--- config.mk ---
export PLATFORM = sky130hd
export DESIGN_NAME = addr_err_capture
export DESIGN_NICKNAME = d
export VERILOG_FILES = /design/src/rtl/aec_pkg.sv /design/src/rtl/aec_classify.sv /design/src/rtl/aec_cause_reg.sv /design/src/rtl/aec_addr_capture.sv /design/src/rtl/addr_err_capture.sv
export SDC_FILE = /design/constraint.sdc
export NUM_CORES = 1
export LEC_CHECK = 0
export ABC_AREA = 1
export BUFFER_PORTS_ARGS = -buffer_cell sky130_fd_sc_hd__buf_2
export CAP_MARGIN = 20
export CORE_MARGIN = 2
export CORE_UTILIZATION = 28
export CTS_CLUSTER_DIAMETER = 50
export DETAILED_ROUTE_END_ITERATION = 7
export GPL_TIMING_DRIVEN = 0
export PLACE_DENSITY = 0.55
export SLEW_MARGIN = 40
export SYNTH_ARGS = -nofsm -noshare
export SYNTH_HDL_FRONTEND = slang
export SYNTH_SLANG_ARGS = --single-unit
--- constraint.sdc ---
create_clock -name clk -period 1.83 [get_ports clk]
set_clock_uncertainty 0.1 [all_clocks]
set_input_delay 0.366 -clock clk [delete_from_list [all_inputs] [get_ports clk]]
set_output_delay 0.366 -clock clk [all_outputs]
set_load 0.05 [all_outputs]
--- src/rtl/aec_pkg.sv ---
// Package: shared constants and types for the address decode error unit.
// Assumes: two cause sources, each with one enable bit at the same position.
package aec_pkg;
    localparam int CAUSE_W    = 2;
    localparam int BIT_MISS   = 0;
    localparam int BIT_NARROW = 1;

    typedef logic [CAUSE_W-1:0] cause_t;

    typedef enum logic [1:0] {
        SEL_CAUSE = 2'd0,
        SEL_MASK  = 2'd1,
        SEL_ADDR  = 2'd2,
        SEL_NONE  = 2'd3
    } reg_sel_e;
endpackage

--- src/rtl/aec_classify.sv ---
// Module: aec_classify
// Turns one observed transaction into a per-source error vector.
// Assumes: win_hit and win_narrow are valid whenever txn_valid is high.
// When several windows hit, the lowest index decides the bank width.
module aec_classify
    import aec_pkg::*;
#(
    parameter int NUM_WIN   = 4,
    parameter int LEN_W     = 8,
    parameter int MAX_BYTES = 8
) (
    input  logic               txn_valid,
    input  logic               txn_burst,
    input  logic [LEN_W-1:0]   txn_len,
    input  logic [NUM_WIN-1:0] win_hit,
    input  logic [NUM_WIN-1:0] win_narrow,
    output cause_t             err_vec
);
    logic [NUM_WIN:0] found;
    logic [NUM_WIN:0] narrow_chain;
    logic             any_hit;
    logic             tgt_narrow;
    logic             oversize;

    assign found[0]        = 1'b0;
    assign narrow_chain[0] = 1'b0;

    // Priority chain: the first hitting window fixes the target width.
    for (genvar g = 0; g < NUM_WIN; g++) begin : g_prio
        assign found[g+1]        = found[g] | win_hit[g];
        assign narrow_chain[g+1] = found[g] ? narrow_chain[g]
                                            : (win_hit[g] & win_narrow[g]);
    end

    assign any_hit    = found[NUM_WIN];
    assign tgt_narrow = narrow_chain[NUM_WIN];
    assign oversize   = txn_len > LEN_W'(MAX_BYTES);

    // Error classification for the current cycle.
    always_comb begin
        err_vec             = '0;
        err_vec[BIT_MISS]   = txn_valid & ~any_hit;
        err_vec[BIT_NARROW] = txn_valid & any_hit & tgt_narrow
                              & (txn_burst | oversize);
    end
endmodule

--- src/rtl/aec_cause_reg.sv ---
// Module: aec_cause_reg
// Holds the sticky cause flags, the enables and the registered interrupt.
// Assumes: a write to the cause flags clears bits written 0, and a new error
// in the same cycle takes priority over the clear.
module aec_cause_reg
    import aec_pkg::*;
(
    input  logic   clk,
    input  logic   rst_n,
    input  cause_t err_vec,
    input  logic   cause_wr,
    input  logic   mask_wr,
    input  cause_t wdata,
    output cause_t cause_q,
    output cause_t mask_q,
    output logic   irq_q
);
    cause_t cause_d;
    cause_t mask_d;

    // Next state: clear by written zeros, then merge new errors.
    always_comb begin
        cause_d = (cause_wr ? (cause_q & wdata) : cause_q) | err_vec;
        mask_d  = mask_wr ? wdata : mask_q;
    end

    // State update with synchronous active-low reset.
    always_ff @(posedge clk) begin
        if (!rst_n) begin
            cause_q <= '0;
            mask_q  <= '0;
            irq_q   <= 1'b0;
        end else begin
            cause_q <= cause_d;
            mask_q  <= mask_d;
            irq_q   <= |(cause_d & mask_d);
        end
    end
endmodule

--- src/rtl/aec_addr_capture.sv ---
// Module: aec_addr_capture
// Stores the address of the first error while armed. A read of the address
// re-arms capture. An error in the read cycle is itself captured.
// Assumes: addr_rd is a single-cycle strobe from the register port.
module aec_addr_capture #(
    parameter int ADDR_W = 32
) (
    input  logic              clk,
    input  logic              rst_n,
    input  logic              err_any,
    input  logic [ADDR_W-1:0] txn_addr,
    input  logic              addr_rd,
    output logic [ADDR_W-1:0] err_addr_q,
    output logic              armed_q
);
    logic take;

    assign take = err_any & (armed_q | addr_rd);

    // Capture on the first armed error, and re-arm on a read.
    always_ff @(posedge clk) begin
        if (!rst_n) begin
            err_addr_q <= '0;
            armed_q    <= 1'b1;
        end else if (take) begin
            err_addr_q <= txn_addr;
            armed_q    <= 1'b0;
        end else if (addr_rd) begin
            armed_q    <= 1'b1;
        end
    end
endmodule

--- src/rtl/addr_err_capture.sv ---
// Module: addr_err_capture (top)
// Watches memory transactions, flags misses and narrow-bank violations,
// keeps sticky cause flags, enables, an interrupt and the error address.
// Assumes: the decode hit and width flags come from the controller's decoder.
module addr_err_capture
    import aec_pkg::*;
#(
    parameter int ADDR_W    = 32,
    parameter int DATA_W    = 32,
    parameter int LEN_W     = 8,
    parameter int NUM_WIN   = 4,
    parameter int MAX_BYTES = 8
) (
    input  logic               clk,
    input  logic               rst_n,
    input  logic               txn_valid,
    input  logic [ADDR_W-1:0]  txn_addr,
    input  logic               txn_burst,
    input  logic [LEN_W-1:0]   txn_len,
    input  logic [NUM_WIN-1:0] win_hit,
    input  logic [NUM_WIN-1:0] win_narrow,
    input  logic [1:0]         reg_sel,
    input  logic               reg_wr,
    input  logic               reg_rd,
    input  logic [DATA_W-1:0]  reg_wdata,
    output logic [DATA_W-1:0]  reg_rdata,
    output logic               irq
);
    reg_sel_e          sel;
    cause_t            err_vec;
    cause_t            cause_q;
    cause_t            mask_q;
    cause_t            wdata_c;
    logic              cause_wr;
    logic              mask_wr;
    logic              addr_rd;
    logic              armed_q;
    logic [ADDR_W-1:0] err_addr_q;
    logic              unused_wdata_hi;

    assign sel             = reg_sel_e'(reg_sel);
    assign wdata_c         = reg_wdata[CAUSE_W-1:0];
    assign unused_wdata_hi = ^reg_wdata[DATA_W-1:CAUSE_W];
    assign cause_wr        = reg_wr & (sel == SEL_CAUSE);
    assign mask_wr         = reg_wr & (sel == SEL_MASK);
    assign addr_rd         = reg_rd & (sel == SEL_ADDR);

    aec_classify #(
        .NUM_WIN  (NUM_WIN),
        .LEN_W    (LEN_W),
        .MAX_BYTES(MAX_BYTES)
    ) u_classify (
        .txn_valid (txn_valid),
        .txn_burst (txn_burst),
        .txn_len   (txn_len),
        .win_hit   (win_hit),
        .win_narrow(win_narrow),
        .err_vec   (err_vec)
    );

    aec_cause_reg u_cause (
        .clk     (clk),
        .rst_n   (rst_n),
        .err_vec (err_vec),
        .cause_wr(cause_wr),
        .mask_wr (mask_wr),
        .wdata   (wdata_c),
        .cause_q (cause_q),
        .mask_q  (mask_q),
        .irq_q   (irq)
    );

    aec_addr_capture #(
        .ADDR_W(ADDR_W)
    ) u_capture (
        .clk       (clk),
        .rst_n     (rst_n),
        .err_any   (|err_vec),
        .txn_addr  (txn_addr),
        .addr_rd   (addr_rd),
        .err_addr_q(err_addr_q),
        .armed_q   (armed_q)
    );

    // Register read multiplexer, with unused bits tied to zero.
    always_comb begin
        unique case (sel)
            SEL_CAUSE: reg_rdata = DATA_W'(cause_q);
            SEL_MASK:  reg_rdata = DATA_W'(mask_q);
            SEL_ADDR:  reg_rdata = DATA_W'(err_addr_q);
            default:   reg_rdata = '0;
        endcase
    end
endmodule

==> impl_metrics.yaml <==
timing:
  hold_violations: 0
  setup_viol: 0
  slew_viol_final: 0
  min_period_over_period_pct: 95.9
  max_freq_ghz: 0.570
  setup_slack_ns: 0.0748
  worst_pin_slew_ns: 0.423
  max-slew-margin-rel_pct: 71.8
  hold_slack_ns: 0.281
  rsz0062_at_grt: "yes"
  fin_crit_ns: 1.76
synth:
  yosys_warnings: 0
  synthFlopType: "dfxtp_1"
  avgSynthCellArea_um2: 7.32
  synth_area_leader_cell: "dfxtp_1"
  synth_area_leaders: "dfxtp_1 30%, nand3_2 12%, inv_1 10%"
  synth_area_mm2: 0.00251
  ys_ff_latch: 38
  synth_top_area_share_pct: 30.3
  async_reset_ff_share_pct: 0
  synth_cell_types: 25
  synth_cells: 343
  synthesis.nets: 431
  yosysSeqAreaShare_pct: 30.3
  synth_edf_count: 0
global_routing:
  grt_max_degree: 12
  grt_pass1_wl_um: 10000
  grt_overflow: 0
  antenna_found_initial: 0
  grt_pass1_vias: 2216
  grt_use_total_pct: 12.7
clocking:
  clk_pin_slew_worst_paths_ns: 0.08
  clk_latency_ns: 0.28
  cts_sinks: 38
  ctsHoldBuffers: 0
  cts_buffers: 5
  cts_tree: "built"
  cts_root_buffer: "clkbuf_8"
  clock_path_buffers: 2
  cts_max_level: 2
placed_design:
  io_buffer_count: 89
  place_ws_ns: -0.235
  gp_congestion: 0.783
  dp_hpwl_um: 4440
floorplanning:
  rows: 34
  die_y_um: 98.7
  die_area_mm2: 0.00974
  core_mm2: 0.00872
  chipWidth_um: 98.7
  io_pins: 121
  start_util_pct: 28.8
worst_hold_path:
  min_from: "txn_addr[6]"
  hp-class: "in2reg"
  min_to: "u_capture.err_addr_q[6]"
  hold_depth: 5
critical_path:
  reg2reg_slack_ns: 0.63
  r2r-end: "u_capture.err_addr_q[11]"
  worst_ep_required_time_ns: 1.36
  critPathKind: "in2out"
  r2r-start: "u_capture.armed_q"
  crit_start: "reg_sel[0]"
  path_max_fanout: 10
  arrival_ns: 1.29
  reg2reg_depth: 5
  endpoint_kind: "primary output"
  cp-start-kind: "input pin"
power_and_ir_drop:
  p_leak_nw: 1.64
  irDropWorstVdd_mv: 0.350
  power_mw: 2.36
  power_density_mw_per_mm2: 708
route:
  drtIter0Drc: 30
  dr.pass1.iters: 4
  totalWireLength_um: 5950
  vias: 2268
  drtAntennaViolNets: 0
  wire_per_inst_um: 10.9
  post-route-drc-count: 0
  avgViaCountPerCell: 4.14
final_layout:
  drive_above_1_share_pct: 46.6
  fill_cells: 963
  num_antenna_cells: 0
  syn_to_final_growth_pct: 33.0
  final_nets: 527
  mostFrequentLayoutCells: "70 x inv_1, 62 x buf_2, 54 x nand2_1"
  fin_util_pct: 38.3
  layout_commonest_cell: "inv_1"
status:
  status: "finished, final reports clean"
job:
  max_cap_violations: 0
state kept, by name (all words and copies together) (netlist names):
signal / flops
u_capture.armed_q: 1
u_capture.err_addr_q: 32
u_cause.cause_q: 2
u_cause.irq_q: 1
u_cause.mask_q: 2
worst max-delay path, stage by stage:
cell and delay (ns):
buf_2 0.14, nor2_4 0.14, inv_1 0.07, clkbuf_4 0.20, nor2_1 0.09, buf_2 0.26
cell usage after synthesis (4+ instances only):
| library cell | n |
|---|---|
| a21oi_1 | 13 |
| a21oi_2 | 24 |
| buf_12 | 7 |
| buf_6 | 5 |
| clkbuf_1 | 4 |
| dfxtp_1 | 38 |
| inv_1 | 70 |
| nand2_1 | 54 |
| nand3_1 | 11 |
| nand3_2 | 29 |
| nor2_1 | 48 |
| nor2_2 | 20 |
worst max path at each step:
stage               endpoint  cells past startpoint
3_5_place_dp   reg_rdata[14]                      6
2_1_floorplan  reg_rdata[10]                      5
4_1_cts        reg_rdata[29]                      6
6_report       reg_rdata[23]                      6
5_1_grt         reg_rdata[4]                      6
3_3_place_gp   reg_rdata[13]                      6
per-layer routing:
| layer | share of wire (%) | GRT usage [%] |
|---|---|---|
| met5 | 0 | 0 |
| met2 | 47 | 22.7 |
| met1 | 46 | 15.3 |
| met3 | 6.5 | 3.55 |
| met4 | 0.57 | 2.85 |
per-stage QoR:
| step | setup TNS [ns] | cell area (um2) | instances |
|---|---|---|---|
| finish | 0 | 3340 | 548 |
| floorplan | -2.49 | 2510 | 343 |
| global placement | -5.24 | 3090 | 540 |
| detailed placement | -4.95 | 3090 | 540 |
| global route | -0.00420 | 3340 | 548 |
| CTS | 0 | 3300 | 548 |
repair_timing:
action | CTS | global route
gates resized for setup | 40 | 11
cloned | 0 | 0
setup endpoints to repair | 30 | 29
pin swaps | 0 | 0
buffers inserted | 0 | 0
report_power, final:
group / internal [mW] / switching (mW)
clock: 0.381 / 0.299
sequential: 0.905 / 0.0445
combinational: 0.304 / 0.431
total: 1.59 / 0.774
area by class of cell:
| type | count | area [um2] | area share [%] |
|---|---|---|---|
| multi-input cells | 210 | 1240 | 37.2 |
| flip-flops and latches | 38 | 761 | 22.8 |
| repair buffers | 89 | 552 | 16.5 |
| inverters | 75 | 283 | 8.47 |
| plain buffers | 20 | 255 | 7.64 |
| well taps | 108 | 135 | 4.05 |
| clock buffers | 8 | 110 | 3.30 |
cell families after synthesis:
family,count (synthesis),synth area share (%)
AND/OR/NAND/NOR,169,36.9
buffers and inverters,95,21.0
AO/OA/AOI/OAI,41,11.9
flip-flops,38,30.3
Note: power is estimated with default switching activity, not from simulation.
